[src/rtl/rst_cause_monitor.sv]
module rst_cause_monitor #(
  parameter int NUM_WORDS = 4,
  parameter int WORD_W    = 16
) (
  input  logic                        clk,
  input  logic                        rst_n,
  input  logic                        por_evt,
  input  logic                        bor_evt,
  input  logic                        bor_en,
  input  logic                        cfg_valid,
  input  logic [NUM_WORDS*WORD_W-1:0] cfg_words,
  input  logic [NUM_WORDS*WORD_W-1:0] shadow_words,
  input  logic                        sw_we,
  input  logic [7:0]                  sw_wdata,
  output logic [7:0]                  status_o,
  output logic                        cm_reset_req,
  output logic                        bor_seen
);

  localparam int BOR_BIT = 0;
  localparam int POR_BIT = 1;
  localparam int CM_BIT  = 5;

  logic [NUM_WORDS-1:0] word_bad;
  logic mismatch, cm_hit, armed;
  logic por_q, bor_q, cm_q;
  logic [7:0] sw_set;
  logic bor_clr;

  for (genvar g = 0; g < NUM_WORDS; g++) begin : g_cmp
    assign word_bad[g] = cfg_words[g*WORD_W +: WORD_W] != ~shadow_words[g*WORD_W +: WORD_W];
  end

  assign mismatch = cfg_valid & (|word_bad);
  assign cm_hit   = mismatch & armed;
  assign sw_set   = sw_we ? sw_wdata : 8'h00;
  assign bor_clr  = por_evt | (bor_evt & bor_en);

  always_ff @(posedge clk or negedge rst_n) begin
    if (!rst_n) begin
      por_q        <= 1'b0;
      bor_q        <= 1'b0;
      cm_q         <= 1'b1;
      armed        <= 1'b1;
      cm_reset_req <= 1'b0;
    end else begin
      por_q        <= por_evt ? 1'b0 : (por_q | sw_set[POR_BIT]);
      bor_q        <= bor_clr ? 1'b0 : (bor_q | sw_set[BOR_BIT]);
      cm_q         <= cm_hit  ? 1'b0 : (cm_q  | sw_set[CM_BIT]);
      armed        <= ~mismatch;
      cm_reset_req <= cm_hit;
    end
  end

  always_comb begin
    status_o          = 8'h00;
    status_o[BOR_BIT] = bor_q;
    status_o[POR_BIT] = por_q;
    status_o[CM_BIT]  = cm_q;
  end

  assign bor_seen = bor_en & por_q & ~bor_q;

  a_r2_por_clears: assert property (@(posedge clk) disable iff (!rst_n)
    por_evt |=> (status_o[POR_BIT] == 1'b0 && status_o[BOR_BIT] == 1'b0));

  a_r2_por_no_hw_set: assert property (@(posedge clk) disable iff (!rst_n)
    (!status_o[POR_BIT] && !(sw_we && sw_wdata[POR_BIT])) |=> !status_o[POR_BIT]);

  a_r3_bor_clears: assert property (@(posedge clk) disable iff (!rst_n)
    (bor_evt && bor_en) |=> !status_o[BOR_BIT]);

  a_r3_bor_disabled: assert property (@(posedge clk) disable iff (!rst_n)
    (bor_evt && !bor_en && !por_evt && status_o[BOR_BIT]) |=> status_o[BOR_BIT]);

  a_r4_sw_sets_por: assert property (@(posedge clk) disable iff (!rst_n)
    (sw_we && sw_wdata[POR_BIT] && !por_evt) |=> status_o[POR_BIT]);

  a_r6_req_clears_flag: assert property (@(posedge clk) disable iff (!rst_n)
    cm_reset_req |-> !status_o[CM_BIT]);

  a_r7_single_pulse: assert property (@(posedge clk) disable iff (!rst_n)
    cm_reset_req |=> !cm_reset_req);

  a_r8_gated: assert property (@(posedge clk) disable iff (!rst_n)
    !cfg_valid |=> !cm_reset_req);

  a_r10_cm_only_by_req: assert property (@(posedge clk) disable iff (!rst_n)
    status_o[CM_BIT] |=> (status_o[CM_BIT] || cm_reset_req));

endmodule

[config.mk]
export PLATFORM = sky130hd
export DESIGN_NAME = rst_cause_monitor
export DESIGN_NICKNAME = d
export VERILOG_FILES = /design/src/rtl/rst_cause_monitor.sv
export SDC_FILE = /design/constraint.sdc
export NUM_CORES = 1
export LEC_CHECK = 0
export BUFFER_PORTS_ARGS = -buffer_cell sky130_fd_sc_hd__buf_2
export CAP_MARGIN = 10
export CORE_ASPECT_RATIO = 0.75
export CORE_MARGIN = 10
export CORE_UTILIZATION = 28
export DETAILED_ROUTE_END_ITERATION = 6
export PLACE_DENSITY = 0.8
export SETUP_SLACK_MARGIN = 0.15
export SYNTH_ARGS = -nofsm -noshare
export SYNTH_HDL_FRONTEND = slang
export SYNTH_SLANG_ARGS = --single-unit
[constraint.sdc]
create_clock -name clk -period 0.9 [get_ports clk]
set_input_delay 0.045 -clock clk [delete_from_list [all_inputs] [get_ports clk]]
set_output_delay 0.045 -clock clk [all_outputs]
set_load 0.02 [all_outputs]
# [Word-level counts from Yosys, hierarchy flattened]
# Index checks and enable logic that the tools add are counted.
[totals] in_bits=143 regBits=5 output_inout_bits=10
[classes] bitwise=15 n_eq_ne=4 n_reduce_logical=1 mux=4
[ops] cell="!= test 16 bit" count=4
[ops] cell="inverter 16 bit" count=4
[ops] cell="2-to-1 mux 6 bit" count=1
[ops] cell="bitwise AND 1 bit" count=5
[ops] cell="OR 1 bit" count=4
[ops] cell="OR reduction 4 bit" count=1
[ops] cell="2-to-1 mux 1 bit" count=3
[ops] cell="inverter 1 bit" count=2

# [Logic depth before layout (Yosys ltp)]
[logic_depth] word_depth=6 depth_mapped=5 ltp_nobuf=5

# [Worst setup path after synthesis]
# No wires, ideal clock.
[synth_timing] kind="input port to flip-flop" start="in cfg_words[1]" end="reg cm_reset_req" stages=5 required_time_ns=0.780 t_arrival_ns=0.866 setup_ns=0.120 setup_slack_ns=-0.086 n_path_buf=0 path_cell_list="xor2_1 -> nand4_1 -> nor4_2 -> nand4_1 -> and3_1"
[synth_via] elab_chain_cells=4
[synth_lines] element="from (decl)" line="11" rtl="input logic [NUM_WORDS*WORD_W-1:0] cfg_words,"
[synth_lines] element="!= test 16 bit" line="31" rtl="assign word_bad[g] = cfg_words[g*WORD_W +: WORD_W] != ~shadow_words[g*WORD_W +: WORD_W];"
[synth_lines] element="OR reduction 4 bit" line="34" rtl="assign mismatch = cfg_valid & (|word_bad);"
[synth_lines] element="bitwise AND 1 bit" line="34"
[synth_lines] element="bitwise AND 1 bit" line="35" rtl="assign cm_hit = mismatch & armed;"
[synth_lines] element="named net cm_hit" line="25" rtl="logic mismatch, cm_hit, armed;"
[synth_lines] element="to (signal assigned)" line="51" rtl="cm_reset_req <= cm_hit;"
[synth_lines] element="to (decl)" line="16" rtl="output logic cm_reset_req,"
# The timed path passes the listed nets, and every way through them passes these cells.

# [Worst setup path in the final report]
[layout_timing] start="in cfg_words[18]" end="reg cm_reset_req"
# The elaborated chain is that of the path after synthesis.

==> impl_metrics.tcl <==
set metrics [dict create \
    route.detailed.drc 0 \
    diodes 0 \
    drv_slew 0 \
    grt_usage 0.133 \
    grt_overflow 0 \
    totalWireLength_mm 4.49 \
    synthesis.area_um2 941 \
    finalCritPeriodShare 1.27 \
    initial_utilization 0.288 \
    ys_seq_area_frac 0.136 \
    powerDensity_nw_per_um2 724 \
    worst_ir_drop_vdd_uv 313 \
    ys_types 15 \
    clkPwrFrac 0.287 \
    r2r_end "cm_q$_DFF_PN1_" \
    internal-power_mw 0.983 \
    finalHoldViolations 0 \
    cts_tree "yes" \
    antenna_found_initial 0 \
    rsz0062_at_grt "true" \
    yosysWarnings 0 \
    root_buffer "clkbuf_8" \
    whs_path_depth 2 \
    instances_no_fill 296 \
    dp_slack_ns -0.484 \
    status "complete, but fails checks" \
    fin_nets 400 \
    yosysTopAreaCell "xor2_1" \
    reg2reg_slack_ns 0.11 \
    clk_latency_ns 0.21 \
    grt_pass1_wl_mm 6.78 \
    grt_max_degree 6 \
    ant_nets 0 \
    gp_congestion 0.758 \
    final_layout_size_suffix_gt1_frac 0.625 \
    holdCritPathClass "in2reg" \
    cts_sinks 5 \
    ys_top_cells_by_area "xor2_1 (60%), nand4_1 (11%), dfrtp_1 (8.0%)" \
    cts_max_level 1 \
    final_cell_area_um2 1920 \
    startpoint_type "primary input" \
    syn_inst 108 \
    cts_buffers 3 \
    regToRegStartpoint "cm_q$_DFF_PN1_" \
    holdWs_ns 0.0111 \
    clkSlewWorstSetupHoldPaths_ns 0.03 \
    areaGrowthSynthToFinish_pct 105 \
    switching_share 0.294 \
    pwr-share-comb 0.529 \
    cp-end-kind "register" \
    min_to "bor_q$_DFF_PN0_" \
    holdCritStartpoint "por_evt" \
    finClkSkew_ns 0.0000430 \
    num_vias 1286 \
    firstDrtPassIters 4 \
    ff2ff_path_depth 2 \
    cp_data_required_time_ns 1.00 \
    timing.setup.tns_ns -0.591 \
    grt_pass1_vias 1560 \
    seqPwrFrac 0.184 \
    placed_area_um2 1670 \
    io_pins 153 \
    timing_worst_setup_path_type "in2reg" \
    p_leak_nw 1.04 \
    die_area_um2 6100 \
    power_switching_mw 0.409 \
    cap_violations 0 \
    num_rows 18 \
    crit_start "cfg_words[18]" \
    violations "setup timing" \
    synth-seq-cells 5 \
    synth_top_area_frac 0.596 \
    crit_arrival_ns 1.25 \
    setup_viol 5 \
    wire_per_inst_um 15.2 \
    setup_ws_ns -0.243 \
    avgSynthCellArea_um2 8.71 \
    fmax_mhz 875 \
    placed_cells 288 \
    die_y_um 70.2 \
    min_period_ns 1.14 \
    viasPerCell 4.34 \
    core_um2 3270 \
    portBuffers 142 \
    worstPathMaxFanout 3 \
    clock_path_buffers 2 \
    die_w_um 86.9 \
    dpl.hpwl_mm 3.93 \
    drt_iter0_drc 21 \
]
## cells in the mapped netlist
cell type / count
xor2_1: 64
nand4_1: 17
buf_4: 8
a21oi_1: 3
dfrtp_1: 3
nor4_1: 3
dfstp_2: 2
a211oi_1: 1
a31oi_1: 1
and3_1: 1
and3b_1: 1
conb_1: 1
nand2_1: 1
nor2_1: 1
nor4_2: 1
## cells by family (layout without fill, tap and decap cells)
logic type      count (synthesis)  in the layout  synth area share
flops                           5              5             0.136
simple gates                   25             25             0.170
xor+xnor                       64             64             0.596
buf+inv                         8            152            0.0638
compound gates                  5              5            0.0306
other cells                     1              5           0.00399
## registers in the layout, summed over array words and instances, names as in the netlist
name,flops
por_q,1
bor_q,1
cm_reset_req,1
armed,1
cm_q,1
## worst max path at each step
stage | to | depth (start not counted)
after floorplan | cm_reset_req$_DFF_PN0_ | 5
after global placement | cm_reset_req$_DFF_PN0_ | 6
after detailed placement | cm_reset_req$_DFF_PN0_ | 6
after CTS | cm_reset_req$_DFF_PN0_ | 7
after global routing | cm_reset_req$_DFF_PN0_ | 7
final | cm_reset_req$_DFF_PN0_ | 7
## layer usage
layer | track usage | up-vias | wire (µm)
met1 | 0.121 | 546 | 1450
met5 | 0 | - | 0
li1 | - | 654 | -
met2 | 0.248 | 86 | 2370
met4 | 0.0269 | 0 | 0
met3 | 0.0776 | 0 | 675
## area by class of cell
cell class / instances / area [µm²]
fill: 295 / 1340
clock buffer: 4 / 45.0
tap: 40 / 50.0
timing repair buffer: 148 / 887
sequential: 5 / 128
multi-input combinational: 99 / 815
## power groups by stage
stage          clock network [mW]  registers (mW)  logic (mW)
3_5_place_dp                    0           0.257       0.637
5_1_grt                     0.429           0.258       0.802
6_report                    0.400           0.256       0.736
3_3_place_gp                    0           0.257       0.623
2_1_floorplan                   0           0.258       0.281
4_1_cts                     0.407           0.256       0.707
## repair_timing
item	CTS	global route
endpoints found under the hold margin	6	0
pin swaps	11	17
resized for setup	24	10
buffers inserted	2	0
hold buffers	2	0
endpoints found under the setup margin	8	10
## critical path: stages
cell and delay, ns:
buf_6 0.09, xor2_1 0.17, nand4_1 0.15, nor4_2 0.31
buf_4 0.15, nand4_1 0.13, and3_1 0.20
## metrics by stage
stage | util | power (mW)
3_3_place_gp | 0.512 | 0.880
3_5_place_dp | 0.512 | 0.894
5_1_grt | 0.589 | 1.49
6_report | 0.589 | 1.39
2_1_floorplan | - | 0.539
4_1_cts | 0.569 | 1.37
## cells in the final DEF (no fill, tap or decap)
| master | instances |
|---|---|
| xor2_2 | 2 |
| buf_2 | 123 |
| nor2_1 | 1 |
| a21oi_1 | 1 |
| nor4_2 | 4 |
| dfrtp_1 | 3 |
| nand4_1 | 17 |
| and3b_1 | 1 |
| xor2_1 | 62 |
| buf_6 | 21 |
| dlygate4sd3_1 | 2 |
| conb_1 | 5 |
| clkbuf_1 | 1 |
| and3_1 | 1 |
| a21oi_2 | 2 |
| buf_4 | 2 |
| nand2_1 | 1 |
| a211oi_2 | 1 |
| dfstp_2 | 2 |
| clkbuf_8 | 3 |
| a31oi_1 | 1 |
No activity file was read; power rests on OpenSTA's default activity.
